<file path="src/rtl/shift_ram_pkg.sv">
package shift_ram_pkg;
  typedef enum logic [2:0] {
    OP_IDLE,
    OP_CLR,
    OP_WR,
    OP_SH,
    OP_RD
  } ram_op_e;
endpackage

</file>
<file path="src/rtl/shift_ram_decode.sv">
module shift_ram_decode
  import shift_ram_pkg::*;
(
  input  logic    clr_i,
  input  logic    wr_i,
  input  logic    sh_i,
  input  logic    rd_i,
  output ram_op_e op_o
);
  // fixed priority: clear > write > shift > read
  always_comb begin
    if (clr_i)     op_o = OP_CLR;
    else if (wr_i) op_o = OP_WR;
    else if (sh_i) op_o = OP_SH;
    else if (rd_i) op_o = OP_RD;
    else           op_o = OP_IDLE;
  end
endmodule

</file>
<file path="src/rtl/shift_ram_array.sv">
module shift_ram_array
  import shift_ram_pkg::*;
#(
  parameter int unsigned DATA_W = 8,
  parameter int unsigned ADDR_W = 3,
  localparam int unsigned DEPTH = 1 << ADDR_W
) (
  input  logic                          clk_i,
  input  logic                          rst_ni,
  input  ram_op_e                       op_i,
  input  logic [ADDR_W-1:0]             addr_i,
  input  logic [DATA_W-1:0]             din_i,
  output logic [DEPTH-1:0][DATA_W-1:0]  words_o
);
  for (genvar i = 0; i < DEPTH; i++) begin : g_slot
    logic [DATA_W-1:0] word_q;
    logic              wr_hit;
    logic              sh_hit;
    logic [DATA_W-1:0] sh_src;

    assign wr_hit = (op_i == OP_WR) && (addr_i == ADDR_W'(i));

    // slot 0 has no lower neighbour; a shift at the top address has no target
    if (i == 0) begin : g_head
      assign sh_hit = 1'b0;
      assign sh_src = '0;
    end else begin : g_tail
      assign sh_hit = (op_i == OP_SH) && (addr_i == ADDR_W'(i - 1));
      assign sh_src = words_o[i-1];
    end

    always_ff @(posedge clk_i or negedge rst_ni) begin
      if (!rst_ni)              word_q <= '0;
      else if (op_i == OP_CLR)  word_q <= '0;
      else if (wr_hit)          word_q <= din_i;
      else if (sh_hit)          word_q <= sh_src;
    end

    assign words_o[i] = word_q;
  end
endmodule

</file>
<file path="src/rtl/shift_ram_rdport.sv">
module shift_ram_rdport
  import shift_ram_pkg::*;
#(
  parameter int unsigned DATA_W = 8,
  parameter int unsigned ADDR_W = 3,
  localparam int unsigned DEPTH = 1 << ADDR_W
) (
  input  logic                          clk_i,
  input  logic                          rst_ni,
  input  ram_op_e                       op_i,
  input  logic [ADDR_W-1:0]             addr_i,
  input  logic [DEPTH-1:0][DATA_W-1:0]  words_i,
  output logic [DATA_W-1:0]             dout_o,
  output logic                          dout_en_o
);
  logic [DATA_W-1:0] data_q;
  logic              vld_q;

  always_ff @(posedge clk_i or negedge rst_ni) begin
    if (!rst_ni) begin
      data_q <= '0;
      vld_q  <= 1'b0;
    end else begin
      vld_q <= (op_i == OP_RD);
      if (op_i == OP_RD) data_q <= words_i[addr_i];
    end
  end

  // bus side sees zero unless the word is valid
  assign dout_o    = vld_q ? data_q : '0;
  assign dout_en_o = vld_q;
endmodule

</file>
<file path="src/rtl/shift_ram.sv">
module shift_ram
  import shift_ram_pkg::*;
#(
  parameter int unsigned DATA_W = 8,
  parameter int unsigned ADDR_W = 3,
  localparam int unsigned DEPTH = 1 << ADDR_W
) (
  input  logic              clk_i,
  input  logic              rst_ni,
  input  logic              clr_i,
  input  logic              wr_i,
  input  logic              sh_i,
  input  logic              rd_i,
  input  logic [ADDR_W-1:0] addr_i,
  input  logic [DATA_W-1:0] din_i,
  output logic [DATA_W-1:0] dout_o,
  output logic              dout_en_o
);
  ram_op_e                      op;
  logic [DEPTH-1:0][DATA_W-1:0] words;

  shift_ram_decode i_decode (
    .clr_i (clr_i),
    .wr_i  (wr_i),
    .sh_i  (sh_i),
    .rd_i  (rd_i),
    .op_o  (op)
  );

  shift_ram_array #(
    .DATA_W (DATA_W),
    .ADDR_W (ADDR_W)
  ) i_array (
    .clk_i   (clk_i),
    .rst_ni  (rst_ni),
    .op_i    (op),
    .addr_i  (addr_i),
    .din_i   (din_i),
    .words_o (words)
  );

  shift_ram_rdport #(
    .DATA_W (DATA_W),
    .ADDR_W (ADDR_W)
  ) i_rdport (
    .clk_i     (clk_i),
    .rst_ni    (rst_ni),
    .op_i      (op),
    .addr_i    (addr_i),
    .words_i   (words),
    .dout_o    (dout_o),
    .dout_en_o (dout_en_o)
  );
endmodule

</file>
<file path="config.mk">
export PLATFORM = sky130hd
export DESIGN_NAME = shift_ram
export DESIGN_NICKNAME = d
export VERILOG_FILES = /design/src/rtl/shift_ram_pkg.sv /design/src/rtl/shift_ram_decode.sv /design/src/rtl/shift_ram_array.sv /design/src/rtl/shift_ram_rdport.sv /design/src/rtl/shift_ram.sv
export SDC_FILE = /design/constraint.sdc
export NUM_CORES = 1
export LEC_CHECK = 0
export BUFFER_PORTS_ARGS = -buffer_cell sky130_fd_sc_hd__buf_2
export CORE_MARGIN = 2
export CORE_UTILIZATION = 50
export CTS_BUF_LIST = sky130_fd_sc_hd__clkbuf_8
export DETAILED_ROUTE_END_ITERATION = 7
export PLACE_DENSITY = 0.76
export SYNTH_ARGS = -nofsm -noshare
export SYNTH_HDL_FRONTEND = slang
export SYNTH_SLANG_ARGS = --single-unit
</file>
<file path="constraint.sdc">
create_clock -name clk_i -period 1.5 [get_ports clk_i]
set_clock_uncertainty 0.2 [all_clocks]
set_input_delay 0.15 -clock clk_i [delete_from_list [all_inputs] [get_ports clk_i]]
set_output_delay 0.15 -clock clk_i [all_outputs]
set_load 0.05 [all_outputs]
</file>
# Yosys cells after proc, flatten, opt, wreduce, memory -nomap -nowiden
# Index checks and enable logic that the tools add are counted.
[classes]
order_cmp = 1
n_eq_ne = 11
n_mux = 30
n_reduce_logical = 24
[op_table]
columns = ["operator", "n"]
rows = [
  ["$mux W8", 25],
  ["$bmux W8 S3", 1],
  ["$reduce_bool A3 Y1", 7],
  ["$eq A3 B3 Y1 const B", 5],
  ["$logic_and A1 B1 Y1", 15],
  ["$eq A3 B2 Y1 const B", 4],
  ["$mux W3", 4],
  ["$eq A3 B1 Y1 const B", 2],
  ["$lt A3 B4 Y1 const B", 1],
  ["$logic_not A3 Y1", 1],
  ["$reduce_bool A2 Y1", 1],
]
[word_totals]
ff_bits = 73
inputBits = 17
out_inout_bits = 9
word_cells = 76

# Logic depth before layout (Yosys ltp)
[logic_depth]
word_depth = 9
ltp_mapped = 7
mapped_depth_nobuf = 4

# Cells and area by module
# Synthesis repeated with hierarchy kept, for this count alone.
[hier_totals]
cells_unflattened = 376
area_unflattened_um2 = 4350.4
[by_module_without_submodules]
columns = ["module", "instances", "cells_per_inst", "area_each_um2", "seq_area_each_um2"]
rows = [
  ["shift_ram_array", 1, 276, 3364.5, 1601.5],
  ["shift_ram_rdport", 1, 95, 950.9, 225.2],
  ["shift_ram_decode", 1, 5, 35.0, 0.0],
]

# Worst setup path after synthesis
# No wires, ideal clock.
[synth_timing]
path_type = "input to register"
from = "input addr_i[1]"
to = "register i_array.g_slot[4].word_q[0]"
setup_time_ps = 119
arrival_time_ps = 1277
required_time_ps = 1181
slack_ps = -96
stages = 6
path_buffers = 2
path_cell_list = "buf_4 and4bb_1 a311oi_4 or2_1 buf_6 o21ai_2"
[synth_via]
elab_chain_len = 4
word_cells_on_any_way = 7
classes_between = "2 x eq/ne; 2 x mux; 3 x reduce/logical"
[synth_rtl]
columns = ["element", "line_no", "text"]
rows = [
  ["start: declaration", "shift_ram.sv:14", "input logic [ADDR_W-1:0] addr_i,"],
  ["$eq A3 B3 Y1", "shift_ram_array.sv:21", "assign wr_hit = (op_i == OP_WR) && (addr_i == ADDR_W'(i));"],
  ["$logic_and A1 B1 Y1", "shift_ram_array.sv:21", ""],
  ["$mux W8", "shift_ram_array.sv:35", "else if (wr_hit) word_q <= din_i;"],
  ["$mux W8", "shift_ram_array.sv:34", "else if (op_i == OP_CLR) word_q <= '0;"],
  ["end signal: assignment", "shift_ram_array.sv:35", ""],
  ["end signal: assignment", "shift_ram_array.sv:36", "else if (sh_hit) word_q <= sh_src;"],
  ["end: declaration", "shift_ram_array.sv:16", "logic [DATA_W-1:0] word_q;"],
]
# Several ways; a longest one is shown, not always the timed one.
# A chain may end at the register's enable or synchronous reset.

# Worst setup path in the final report
[layout_timing]
from = "register i_rdport.vld_q, in the netlist i_rdport.dout_en_o"
to = "output dout_o[0]"
[layout_via]
elab_chain_len = 1
[layout_rtl]
columns = ["element", "line_no", "text"]
rows = [
  ["start: declaration", "shift_ram_rdport.sv:17", "logic vld_q;"],
  ["start signal: assignment", "shift_ram_rdport.sv:24", "vld_q <= (op_i == OP_RD);"],
  ["$mux W8", "shift_ram_rdport.sv:30", "assign dout_o = vld_q ? data_q : '0;"],
  ["end: declaration", "shift_ram.sv:16", "output logic [DATA_W-1:0] dout_o,"],
]
# Every way passes these cells.

==> run summary <==
* **wire length after detailed routing** 10700 um
* **switching power** 1.14 mW
* **instance area after placement** 4710 um^2
* **slowest cell on the critical path** dfrtp_2
* **area fraction of the dominant cell type after synthesis** 45.0%
* **fraction of power consumed by sequential logic** 48.5%
* **violations in the final reports** setup timing
* **total negative slack** -0.00789 ns
* **nature of the critical path startpoint** flop
* **mean area per synthesized cell** 11.8 um^2
* **IO Port Bufs** 25
* **1st-pass router iterations** 4
* **total of max-cap violations** 0
* **Critical Setup Path Class** reg -> out
* **number of enable flip-flop cells after synthesis** 0
* **total number of vias** 3184
* **Post-Synthesis Net Count** 361
* **mux share of post-synthesis cell area** 21.4%
* **setup slack at placement** -0.382 ns
* **biggest area contributors in the synthesized netlist** dfrtp_1, mux2i_1, o2bb2ai_1
* **switching power as a share of total power** 27.2%
* **fin nets** 439
* **Tightest Pin Transition** 0.463 ns
* **number of failing hold endpoints at the final stage** 0
* **startpoint of the worst-slack reg-to-reg timing path** i_array.g_slot[6].word_q[3]
* **cell area after synthesis** 4060 um^2
* **Most used DFF post-synth** dfrtp_1
* **Critical path buffers and inverters** 1
* **least setup slack across all paths after layout** -0.00379 ns
* **post-detailed-route count of antenna-violating nets** 0
* **number of max-slew violations in the final report** 0
* **count of boundary I/O pins** 26
* **Sinks on Clock Net** 73
* **worst flop-to-flop path endpoint** i_rdport.data_q[3]
* **total clock buffers created by CTS** 9
* **antenna violations before repair** 0
* **Synth-to-Final Area Change** 25.2%
* **depth of the worst register-to-register path** 4
* **wire length of the first global-routing pass** 17800 um
* **core region area** 7810 um^2
* **simple-gate area share of the yosys netlist** 10.4%
* **part of the total power dissipated in combinational logic** 13.4%
* **maximum net fanout on the critical path** 9
* **reg-to-reg slack, setup** 0.02 ns
* **instance count along the most critical hold path** 5
* **number of DRC violations after detailed routing** 0
* **share of post-route cells with drive strength above 1** 32.6%
* **share of the cycle needed by the critical path after routing** 100%
* **Worst EP arrival** 1.15 ns
* **internal power contribution** 3.06 mW
* **final hold slack** 0.0631 ns
* **most frequent cells after synthesis** mux2i_1, dfrtp_1, o2bb2ai_1, nand2_1, a22o_1
* **non-filler cells in the finished layout** 529
* **aggregate global-route resource usage** 26.9%
* **Compound-Gate Fraction of Synth Area** 19.6%
* **post-synthesis share of cell area spent on full adders, half adders and majority gates** 0%
* **kind of end point of the critical path** output port
* **H-tree depth** 3
* **die span in y** 94.2 um
* **time the final worst path needs with I/O delays and setup** 1.50 ns
* **clock network latency to the later pin of the worst-skew pair** 0.37 ns
* **asr flop ratio synth** 100%
* **starting density of the core** 52.1%
* **Clock power frac** 38.1%
* **Min-Delay Endpoint** i_rdport.data_q[1]
* **fill cell count** 598
* **number of placement rows** 32
* **top-count cell post-synth** mux2i_1
* **post-DR wirelength/cell** 20.3 um
* **fraction of the yosys area taken by sequential cells** 45.0%
* **maximum number of pins on one net before global-route repair** 74
* **HP Start** sh_i
* **Max Buffers Root-to-Sink** 2
* **total of endpoints with negative setup slack in the final report** 4
* **required time of the worst setup path** 1.15 ns
* **starting DRC count in detailed routing** 219
* **Final Instance Area** 5090 um^2
* **Power per Cell Area** 826 nW/um^2
* **critical path depth in cells** 2
* **number of global-route vias before repair** 3375
* **synth unique cells** 45
* **Detail Placement HPWL** 7790 um
* **clock-pin transition on the worst setup and hold timing paths** 0.08 ns
* **Slew Limit Headroom** 69.1%
* **maximum single-stage delay on the critical path** 0.45 ns
* **combinational family with the most area after synthesis** multiplexers
* **placed cell count** 503
* **Cells after Synth** 344
* **Clk Tree Root Cell** clkbuf_8
* **overflow left after global routing** 0
* **type of the tightest min-delay check** in -> reg
* **result of the run** finished, violations left
* **number of warning messages in the yosys log** 0
* **Final Wtd Congestion** 0.932
* **highest attainable clock frequency** 665 MHz
* **leakage power** 2.27 nW
* **width of the die** 94.2 um
* **die outline area** 8870 um^2
* **Critical Path, Cell by Cell** and2_2, buf_6
* **Peak VDD IR** 0.572 mV
* **post-synth top area cell** dfrtp_1
* **fraction of synthesized cell area in xor and xnor cells** 0%
* **cell class contributing the biggest share of worst-path delay** flip-flops
* **vias per cell** 6.02
* **TritonCTS clock tree** yes
* **setup repair after global routing missed its margin** yes
* **Antenna diodes** 0
* **flip-flop and latch count after synthesis** 73
kinds of logic after synthesis:
kind of cell | Yosys count
AO/OA/AOI/OAI | 92
multiplexers | 84
flip-flops | 73
AND/OR/NAND/NOR | 71
buffers and inverters | 24
layer usage:
layer | wire (um) | share of wire [%] | global-route usage (%) | up-vias
li1 | - | - | - | 1466
met1 | 4620 | 43 | 36.8 | 1583
met2 | 5140 | 48 | 42.1 | 107
met3 | 632 | 5.9 | 5.70 | 28
met4 | 352 | 3.3 | 10.4 | 0
met5 | 0 | 0 | 0 | -
flip-flops by register name, summed over array words and instances (netlist names):
name,cells
i_array.g_slot.word_q,64
i_rdport.data_q,8
i_rdport.dout_en_o,1
cell type report:
cell class	count	area [um^2]	area share (%)
tap	102	128	2.51
multi-input combinational	247	2120	41.7
timing repair buffer	88	796	15.6
inverter	3	11.3	0.221
sequential	73	1830	35.9
clock inverter	6	66.3	1.30
clock buffer	10	138	2.70
timing repair:
action,in CTS,in global routing
pin swaps,0,0
hold endpoints to repair,98,0
hold buffers,9,0
resized for setup,20,2
buffers inserted,0,1
endpoints found under the setup margin,18,10
metrics by stage:
step	util (%)	total power, mW
detailed placement	60.3	2.61
finish	65.2	4.20
global placement	60.3	2.59
global route	65.2	4.36
CTS	65.0	4.21
floorplan	-	2.37
worst reg2reg max path, cell delays in order (launching register included):
cell and delay (ns):
dfrtp_1 0.40, mux2_2 0.28, o221ai_2 0.20, o221ai_2 0.12
a22o_1 0.18
worst max path at each step:
stage | startpoint | end | slack (ns)
after floorplan | addr_i[0] | i_array.g_slot[4].word_q[0] | -0.07
after CTS | i_rdport.dout_en_o | dout_o[7] | -0.01
final | i_rdport.dout_en_o | dout_o[0] | -0.004
after global placement | addr_i[1] | i_array.g_slot[5].word_q[0] | -0.28
after detailed placement | addr_i[1] | i_array.g_slot[5].word_q[1] | -0.38
after global routing | i_rdport.dout_en_o | dout_o[0] | -0.04
cells in the final DEF, fill, tap and decap left out, drive strengths merged, types with 2 or more instances in the layout:
cell,count
a21oi,5
a221oi,2
a22o,10
a22oi,8
a31oi,3
and2,9
buf,79
clkbuf,10
clkinvlp,3
dfrtp,73
dlygate4sd3,9
inv,4
mux2,2
mux2i,80
mux4,2
nand2,30
nand3,6
nor2,10
nor2b,2
nor3,3
o21ai,10
o221ai,4
o2bb2ai,48
or2,2
or3b,2
power groups by stage:
stage / Clock, mW / Combinational [mW] / Sequential [mW]
after floorplan: 0 / 0.302 / 2.07
after global placement: 0 / 0.517 / 2.07
after detailed placement: 0 / 0.529 / 2.08
after CTS: 1.61 / 0.558 / 2.04
after global routing: 1.71 / 0.610 / 2.04
final: 1.60 / 0.564 / 2.04
Power figures use the tool's default switching activity.
